===== config.mk =====
export PLATFORM = sky130hd
export DESIGN_NAME = alu16_casc
export DESIGN_NICKNAME = d
export VERILOG_FILES = /design/src/rtl/alu16_pkg.sv /design/src/rtl/alu16_decode.sv /design/src/rtl/alu16_slice.sv /design/src/rtl/alu16_shift.sv /design/src/rtl/alu16_casc.sv
export SDC_FILE = /design/constraint.sdc
export NUM_CORES = 1
export LEC_CHECK = 0
export ABC_AREA = 1
export BUFFER_PORTS_ARGS = -buffer_cell sky130_fd_sc_hd__buf_2
export CAP_MARGIN = 10
export CORE_ASPECT_RATIO = 0.75
export CORE_MARGIN = 2
export CORE_UTILIZATION = 35
export CTS_BUF_LIST = sky130_fd_sc_hd__clkbuf_2 sky130_fd_sc_hd__clkbuf_4 sky130_fd_sc_hd__clkbuf_8
export CTS_CLUSTER_DIAMETER = 50
export DETAILED_ROUTE_END_ITERATION = 16
export GPL_TIMING_DRIVEN = 0
export REMOVE_ABC_BUFFERS = 1
export SYNTH_ARGS = -nofsm -noshare
export SYNTH_HDL_FRONTEND = slang
export SYNTH_SLANG_ARGS = --single-unit

===== constraint.sdc =====
create_clock -name clk -period 5 [get_ports clk]
set_input_delay 0.25 -clock clk [delete_from_list [all_inputs] [get_ports clk]]
set_output_delay 0.25 -clock clk [all_outputs]
set_load 0.02 [all_outputs]

===== src/rtl/alu16_pkg.sv =====
`timescale 1ns/1ps
package alu16_pkg;
  typedef enum logic [2:0] {
    OP_ADD = 3'b000,
    OP_SUB = 3'b001,
    OP_AND = 3'b010,
    OP_OR  = 3'b011,
    OP_SHL = 3'b100,
    OP_SHR = 3'b101,
    OP_NA6 = 3'b110,
    OP_NA7 = 3'b111
  } op_e;

  typedef enum logic [1:0] {
    CL_ARITH = 2'd0,
    CL_LOGIC = 2'd1,
    CL_SHIFT = 2'd2,
    CL_NONE  = 2'd3
  } cls_e;
endpackage


===== src/rtl/alu16_decode.sv =====
`timescale 1ns/1ps
module alu16_decode
  import alu16_pkg::*;
(
  input  logic [2:0] op_i,
  output logic       mode_o,
  output logic [3:0] sel_o,
  output logic       cin_n_o,
  output cls_e       cls_o
);
  always_comb begin
    mode_o  = 1'b1;
    sel_o   = 4'b0000;
    cin_n_o = 1'b1;
    cls_o   = CL_NONE;
    case (op_e'(op_i))
      OP_ADD: begin mode_o = 1'b0; sel_o = 4'b1001; cin_n_o = 1'b1; cls_o = CL_ARITH; end
      OP_SUB: begin mode_o = 1'b0; sel_o = 4'b0110; cin_n_o = 1'b0; cls_o = CL_ARITH; end
      OP_AND: begin mode_o = 1'b1; sel_o = 4'b1011; cls_o = CL_LOGIC; end
      OP_OR:  begin mode_o = 1'b1; sel_o = 4'b1110; cls_o = CL_LOGIC; end
      OP_SHL, OP_SHR: cls_o = CL_SHIFT;
      default: cls_o = CL_NONE;
    endcase
  end
endmodule


===== src/rtl/alu16_slice.sv =====
`timescale 1ns/1ps
// One function-table slice. Carry in and carry out are active low.
module alu16_slice #(
  parameter int SW = 4
) (
  input  logic [SW-1:0] a_i,
  input  logic [SW-1:0] b_i,
  input  logic          mode_i,
  input  logic [3:0]    sel_i,
  input  logic          cn_n_i,
  output logic [SW-1:0] f_o,
  output logic          cout_n_o
);
  logic [SW-1:0] or_term;
  logic [SW-1:0] and_term;
  logic [SW:0]   sum;

  always_comb begin
    or_term  = a_i | ({SW{sel_i[0]}} & b_i) | ({SW{sel_i[1]}} & ~b_i);
    and_term = ({SW{sel_i[2]}} & a_i & ~b_i) | ({SW{sel_i[3]}} & a_i & b_i);
    sum      = {1'b0, or_term} + {1'b0, and_term} + {{SW{1'b0}}, ~cn_n_i};
    if (mode_i) begin
      f_o      = ~or_term ^ and_term;
      cout_n_o = 1'b1;
    end else begin
      f_o      = sum[SW-1:0];
      cout_n_o = ~sum[SW];
    end
  end
endmodule


===== src/rtl/alu16_shift.sv =====
`timescale 1ns/1ps
module alu16_shift #(
  parameter int W = 16
) (
  input  logic [W-1:0] a_i,
  input  logic         left_i,
  output logic [W-1:0] y_o,
  output logic         out_bit_o
);
  always_comb begin
    if (left_i) begin
      y_o       = {a_i[W-2:0], 1'b0};
      out_bit_o = a_i[W-1];
    end else begin
      y_o       = {1'b0, a_i[W-1:1]};
      out_bit_o = a_i[0];
    end
  end
endmodule


===== src/rtl/alu16_casc.sv =====
`timescale 1ns/1ps
module alu16_casc
  import alu16_pkg::*;
#(
  parameter int SLICE_W    = 4,
  parameter int NUM_SLICES = 4
) (
  input  logic        clk,
  input  logic        rst,
  input  logic [2:0]  op_i,
  input  logic [15:0] a_i,
  input  logic [15:0] b_i,
  output logic [15:0] res_o,
  output logic        carry_o,
  output logic        zero_o,
  output logic        ovf_o
);
  localparam int W = SLICE_W * NUM_SLICES;

  logic            mode;
  logic [3:0]      sel;
  logic            cin_n;
  cls_e            cls;
  logic [NUM_SLICES:0] cn_n;
  logic [W-1:0]    slice_f;
  logic [W-1:0]    sh_y;
  logic            sh_bit;
  logic [W-1:0]    nxt_res;
  logic            nxt_c;
  logic            nxt_v;

  alu16_decode u_dec (
    .op_i    (op_i),
    .mode_o  (mode),
    .sel_o   (sel),
    .cin_n_o (cin_n),
    .cls_o   (cls)
  );

  assign cn_n[0] = cin_n;

  for (genvar g = 0; g < NUM_SLICES; g++) begin : g_slice
    alu16_slice #(.SW(SLICE_W)) u_sl (
      .a_i      (a_i[g*SLICE_W +: SLICE_W]),
      .b_i      (b_i[g*SLICE_W +: SLICE_W]),
      .mode_i   (mode),
      .sel_i    (sel),
      .cn_n_i   (cn_n[g]),
      .f_o      (slice_f[g*SLICE_W +: SLICE_W]),
      .cout_n_o (cn_n[g+1])
    );
  end

  alu16_shift #(.W(W)) u_sh (
    .a_i       (a_i),
    .left_i    (op_i == OP_SHL),
    .y_o       (sh_y),
    .out_bit_o (sh_bit)
  );

  always_comb begin
    nxt_res = '0;
    nxt_c   = 1'b0;
    nxt_v   = 1'b0;
    case (cls)
      CL_ARITH: begin
        nxt_res = slice_f;
        nxt_c   = ~cn_n[NUM_SLICES];
        if (op_i[0])
          nxt_v = (a_i[W-1] != b_i[W-1]) && (slice_f[W-1] != a_i[W-1]);
        else
          nxt_v = (a_i[W-1] == b_i[W-1]) && (slice_f[W-1] != a_i[W-1]);
      end
      CL_LOGIC: nxt_res = slice_f;
      CL_SHIFT: begin
        nxt_res = sh_y;
        nxt_c   = sh_bit;
      end
      default: nxt_res = '0;
    endcase
  end

  always_ff @(posedge clk) begin
    if (rst) begin
      res_o   <= '0;
      carry_o <= 1'b0;
      zero_o  <= 1'b1;
      ovf_o   <= 1'b0;
    end else begin
      res_o   <= nxt_res;
      carry_o <= nxt_c;
      zero_o  <= (nxt_res == '0);
      ovf_o   <= nxt_v;
    end
  end

  AST_ADD_SUM: assert property (@(posedge clk) disable iff (rst)
    (!$past(rst) && $past(op_i) == 3'b000) |-> ({carry_o, res_o} == ({1'b0, $past(a_i)} + {1'b0, $past(b_i)})));
  AST_SUB_DIFF: assert property (@(posedge clk) disable iff (rst)
    (!$past(rst) && $past(op_i) == 3'b001) |-> (res_o == $past(a_i) - $past(b_i) && carry_o == ($past(a_i) >= $past(b_i))));
  AST_SHIFT_LEFT: assert property (@(posedge clk) disable iff (rst)
    (!$past(rst) && $past(op_i) == 3'b100) |-> (res_o == {$past(a_i[W-2:0]), 1'b0} && carry_o == $past(a_i[W-1])));
  AST_SHIFT_RIGHT: assert property (@(posedge clk) disable iff (rst)
    (!$past(rst) && $past(op_i) == 3'b101) |-> (res_o == {1'b0, $past(a_i[W-1:1])} && carry_o == $past(a_i[0])));
  AST_BAD_OP_QUIET: assert property (@(posedge clk) disable iff (rst)
    (!$past(rst) && $past(op_i[2:1]) == 2'b11) |-> (res_o == '0 && !carry_o && !ovf_o));
  AST_ZERO_MATCH: assert property (@(posedge clk) disable iff (rst)
    zero_o == (res_o == '0));
  AST_OVF_ARITH_ONLY: assert property (@(posedge clk) disable iff (rst)
    (!$past(rst) && $past(op_i[2:1]) != 2'b00) |-> !ovf_o);
  AST_RESET_STATE: assert property (@(posedge clk)
    $past(rst) |-> (res_o == '0 && !carry_o && zero_o && !ovf_o));
endmodule


==> metrics.txt, run 1 <==
status finished with violations; failing checks setup timing; Die ar. approximately 0.0068 mm^2; DP Cell Count 474; hold_buf cts 0; ranking of synthesized cells by area dfxtp_1, a21oi_1, nand2_1; synthesis-to-layout area growth 31.20%; HPWL Detailed between 4000 and 5000 um; DR DRC count 0; Mean Syn Cell Area 6.072 um^2; Overall Global Routing Usage 0.2099; Synth cell types 26; final worst setup slack -38.20 ps; fin area approximately 0.0028 mm^2; PD cells a little under 200 mW/mm^2; CP most frequent cell fa_2; hold crit path type in2reg; Top Family by Delay on Critical Path adder cells; leading area contributor after synthesis dfxtp_1; Slew HR 0.4498; CP Capture Point zero_o$_SDFF_PP1_; critical path launch point op_i[0]; Synth Flop Type dfxtp_1; RSZ-0062 raised after global routing true; Post-Syn Area approximately 0.0021 mm^2; Routed Antenna Nets 0; critical path class in2reg; Final #Nets about 480; vias in the first global route 2,292; Post-synth EDFFs 0; fin. max-slew vios 0; Place WS -1861 ps; CP startpoint kind input port; Mapped Cells between 300 and 400; first-pass GRT wire length 11,150 um; I/O Buffers between 50 and 60; fmax 0.1985 GHz; Hold Worst Slack approximately 260 ps; Max IR drop VDD between 0.06 and 0.07 mV; WP depth 32; slowest CP cell fa_2; antenna violations before repair 0; pin count of the biggest net entering global routing 23; Std-Cell Rows 24; Vias roughly 2,500; CTS root buf clkbuf_8; Ys Warns 0; register bit total from synthesis 19; multi-input combinational cell area 0.001633 mm^2; crit end category flop; die width around 94 um; Critical Path AT 5240 ps; CP max stage delay around 400 ps; fin cells around 500; GRT Residual Overflow 0; top cells by instance count after synthesis nand2_1, inv_1, a21oi_1; Synth top area share 0.1769; Clock transition at path regs about 70 ps; fraction of layout cells with a size suffix above 1 0.2657; crit path max fanout 7; drt initial violations about 150; Seq/Total Area, Yosys 0.1769; Seq. cell area between 300 and 400 um^2; Top-Level Pins 56; maximum buffer depth of the clock tree 2; top-count cell post-synth nand2_1; DR vias/cell 5.075; H-Tree Depth 1; CTS tree built; Final Setup Violations 1; part of the cycle the worst path needs 1.008; # fillers roughly 620; Core ar. 0.005886 mm^2; WP buf/inv 5; Power Total ~550 uW; placer congestion estimate 0.8128; ant diodes 0; Max-Cap Viols 0; Worst Max-Slew Pin Slew 822.2 ps; critical path required time approximately 5200 ps; LEAKAGE 1.423 nW; starting density of the core 0.3652; Hold Fails Final Rpt 0; Wirelength per Cell roughly 14 um; DRT Wirelength about 6800 um; ys async rst share 0; Area after DPL 0.002457 mm^2; DR pass1 iterations 4; clk sinks 19; Die Span Y about 72 um; fin crit period around 5000 ps; clock buffers created by TritonCTS 3
metrics by stage:
step | setup TNS [ps] | util
final | -38.20 | 0.4792
after global routing | -573.7 | 0.4792
after floorplan | -154.4 | -
after global placement | -11330 | 0.4175
after CTS | -25.06 | 0.4670
after detailed placement | -11560 | 0.4175
layout make-up:
class | instances | share of cell area
inverter | 53 | 0.07897
tap | 78 | 0.03461
clock buffer | 4 | 0.01730
timing repair buffer | 69 | 0.1553
sequential | 19 | 0.1349
multi-input combinational | 269 | 0.5790
sequential cells by signal (all words and copies together), names as in the netlist:
name / count
res_o: 16
carry_o: 1
ovf_o: 1
zero_o: 1
cell families after synthesis:
kind of cell	after synthesis	synth area share
DFF	19	0.1769
buffers and inverters	66	0.1228
adders and majority gates	24	0.1676
AOI/OAI and AO/OA	101	0.2445
xor gates and xnor gates	1	0.004075
and+or+nand+nor	143	0.2840
power by group:
part,internal [mW],leakage (nW),switching [mW]
Sequential,0.164,0.157,0.00221
Clock,0.0621,0.0262,0.0523
Combinational,0.103,1.24,0.168
Total,0.329,1.42,0.222
worst min path at each step:
stage / start / endpoint / slack, ps / cells after the start
finish: a_i[15] / ovf_o$_SDFF_PP0_ / 260 / 2
global route: a_i[15] / ovf_o$_SDFF_PP0_ / 260 / 2
CTS: a_i[15] / ovf_o$_SDFF_PP0_ / 240 / 2
detailed placement: a_i[15] / ovf_o$_SDFF_PP0_ / 520 / 2
global placement: a_i[15] / ovf_o$_SDFF_PP0_ / 520 / 2
floorplan: rst / carry_o$_SDFF_PP0_ / 320 / 1
routing by layer:
metal | wire [um] | global-route usage | vias up | share of wire
li1 | - | - | 1289 | -
met1 | 3370 | 0.3204 | 1115 | 0.49
met2 | 2953 | 0.3206 | 89 | 0.43
met3 | 484 | 0.02103 | 4 | 0.071
met4 | 36 | 0.04348 | 0 | 0.0053
met5 | 0 | 0 | - | 0
cell usage in the layout (no fill, tap or decap), types with 2 or more instances in the layout:
| cell type | count |
|---|---|
| nand4_1 | 4 |
| o211ai_1 | 5 |
| clkbuf_8 | 3 |
| nor2_2 | 2 |
| nor2_1 | 34 |
| buf_4 | 13 |
| nand3_1 | 25 |
| nand3b_1 | 3 |
| o21ai_1 | 2 |
| fa_2 | 8 |
| o21ai_2 | 4 |
| o21ai_0 | 37 |
| a21oi_2 | 4 |
| nor2_4 | 4 |
| nor3_2 | 2 |
| ha_1 | 16 |
| nor3_1 | 2 |
| a21oi_1 | 45 |
| inv_2 | 3 |
| dfxtp_1 | 19 |
| inv_1 | 47 |
| nand2_2 | 3 |
| buf_2 | 52 |
| nand2_1 | 61 |
| buf_12 | 4 |
what timing repair did:
action / CTS / global route
setup endpoints to repair: 9 / 4
setup buffers: 11 / 5
pin swaps: 11 / 25
gates resized for setup: 47 / 19
endpoints found under the hold margin: 0 / 0
Note: power is estimated with default switching activity, not from simulation.
==> inputs of run 2 (changes only) <==
--- a/config.mk
+++ b/config.mk
@@ -15,6 +15,7 @@
 export CTS_CLUSTER_DIAMETER = 50
 export DETAILED_ROUTE_END_ITERATION = 16
 export GPL_TIMING_DRIVEN = 0
+export RECOVER_POWER = 25
 export REMOVE_ABC_BUFFERS = 1
 export SYNTH_ARGS = -nofsm -noshare
 export SYNTH_HDL_FRONTEND = slang
==> run 2 against run 1 <==
  * The flow still finishes with violations (setup timing)
  * Critical path type unchanged
  * Maximum frequency down 0.33%
  * Sequential share of layout area is essentially flat
  * Sequential cell count unchanged
  * Via count is 1.1% higher
  * Largest power group unchanged
  * Final area down 0.35%
  * Highest routed layer unchanged
  * First-iteration DRC count increased by 10%
==> metrics.txt, run 2 (synthesized netlist as in run 1, its figures left out) <==
fin area 0.002810 mm^2 (was 0.002820 mm^2); Vias 2,525 (was 2,497); HPWL Detailed 4818 um (unchanged); Final Setup Violations 1 (unchanged); fin crit period 5055 ps (was 5038 ps); Place WS -1861 ps (unchanged); RSZ-0062 raised after global routing true (unchanged); first-pass GRT wire length 11,150 um (unchanged); Top Family by Delay on Critical Path adder cells (unchanged); I/O Buffers 55 (unchanged); Wirelength per Cell 13.92 um (was 13.91 um); hold crit path type in2reg (unchanged); CTS root buf clkbuf_8 (unchanged); Max IR drop VDD 0.06404 mV (was 0.06387 mV); pin count of the biggest net entering global routing 23 (unchanged); CP max stage delay 400 ps (about the same); Power Total 550.9 uW (was 551.6 uW); Overall Global Routing Usage 0.2099 (unchanged); clk sinks 19 (unchanged); PD cells 196.0 mW/mm^2 (was 195.6 mW/mm^2); Std-Cell Rows 24 (unchanged); Area after DPL 0.002457 mm^2 (unchanged); antenna violations before repair 0 (unchanged); Top-Level Pins 56 (unchanged); fraction of layout cells with a size suffix above 1 0.2464 (was 0.2657); hold_buf cts 0 (unchanged); Final Util 0.4775 (was 0.4792); final worst setup slack -55.05 ps (was -38.20 ps); GRT Residual Overflow 0 (unchanged); H-Tree Depth 1 (unchanged); critical path class in2reg (unchanged); ant diodes 0 (unchanged); Clock transition at path regs 70 ps (about the same); slowest CP cell fa_2 (unchanged); Final #Nets 476 (unchanged); drt initial violations 163 (was 148); # fillers 611 (was 616); final setup TNS -55.05 ps (was -38.20 ps); critical path launch point op_i[0] (unchanged); WP buf/inv 5 (unchanged); CP startpoint kind input port (unchanged); crit path max fanout 7 (unchanged); DRT Wirelength 6849 um (was 6845 um); fin cells 492 (unchanged); Die ar. 0.006791 mm^2 (unchanged); LEAKAGE 1.391 nW (was 1.423 nW); Max-Cap Viols 0 (unchanged); Core ar. 0.005886 mm^2 (unchanged); fmax 0.1978 GHz (was 0.1985 GHz); DR pass1 iterations 5 (was 4); Hold Worst Slack 259.0 ps (was 262.9 ps); fin. max-slew vios 0 (unchanged); part of the cycle the worst path needs 1.011 (was 1.008); DR vias/cell 5.132 (was 5.075); clock buffers created by TritonCTS 3 (unchanged); critical path required time 5200 ps (about the same); max reg flops 16 (unchanged); CP most frequent cell fa_2 (unchanged); most common cell after layout, fill and taps aside nand2_1 (unchanged); register with the most flip-flops res_o (unchanged); status finished with violations (unchanged); WP depth 32 (unchanged); starting density of the core 0.3652 (unchanged); DR DRC count 0 (unchanged); Routed Antenna Nets 0 (unchanged); maximum buffer depth of the clock tree 2 (unchanged); Critical Path AT 5260 ps (was 5240 ps); DP Cell Count 474 (unchanged); Slew HR 0.4488 (was 0.4498); die width 94.49 um (unchanged); failing checks setup timing (unchanged); vias in the first global route 2,292 (unchanged); most frequent cells in the layout nand2_1, inv_1, a21oi_1, buf_2, o21ai_0 (was nand2_1, buf_2, inv_1, a21oi_1, o21ai_0); CTS tree built (unchanged); placer congestion estimate 0.8128 (unchanged); Hold Fails Final Rpt 0 (unchanged); crit end category flop (unchanged); Die Span Y 71.87 um (unchanged); Worst Max-Slew Pin Slew 823.7 ps (was 822.2 ps); CP Capture Point zero_o$_SDFF_PP1_ (unchanged); synthesis-to-layout area growth 30.73% (was 31.20%)
## run 2: worst min-delay path by stage
stage / endpoint / cells after the start / from / slack (ps)
final: ovf_o$_SDFF_PP0_ / 2 / a_i[15] / 260
after global routing: ovf_o$_SDFF_PP0_ / 2 / a_i[15] / 260
after CTS: ovf_o$_SDFF_PP0_ / 2 / a_i[15] / 240
after detailed placement: ovf_o$_SDFF_PP0_ / 2 / a_i[15] / 520
after global placement: ovf_o$_SDFF_PP0_ / 2 / a_i[15] / 520
after floorplan: carry_o$_SDFF_PP0_ / 1 / rst / 320
## run 2: layout make-up
| class | instances | area (um^2) | share of cell area |
|---|---|---|---|
| inverters | 53 | 222.7 | 0.07925 |
| flip-flops and latches | 19 | 380.4 | 0.1354 |
| well taps | 78 | 97.59 | 0.03473 |
| multi-input cells | 269 | 1633 | 0.5810 |
| repair buffers | 69 | 427.9 | 0.1523 |
| clock buffers | 4 | 48.80 | 0.01736 |
## run 2: repair_timing
item	4_1_cts	5_1_grt
setup endpoints to repair	9	4
pin swaps	11	25
resized for setup	47	19
buffers inserted	11	5
## run 2: power breakdown
| part | internal (mW) | leakage [nW] | switching [mW] | total [mW] |
|---|---|---|---|---|
| Sequential | 0.164 | 0.157 | 0.00239 | 0.166 |
| Combinational | 0.102 | 1.21 | 0.167 | 0.269 |
| Clock | 0.0621 | 0.0262 | 0.0530 | 0.115 |
## run 2: metal layers
layer | routed length, um | vias to the layer above | track usage | share of wire
met2 | 2909 | 98 | 0.3206 | 0.42
met3 | 516 | 6 | 0.02103 | 0.075
met4 | 51 | 0 | 0.04348 | 0.0074
li1 | - | 1293 | - | -
met5 | 0 | - | 0 | 0
met1 | 3372 | 1128 | 0.3204 | 0.49
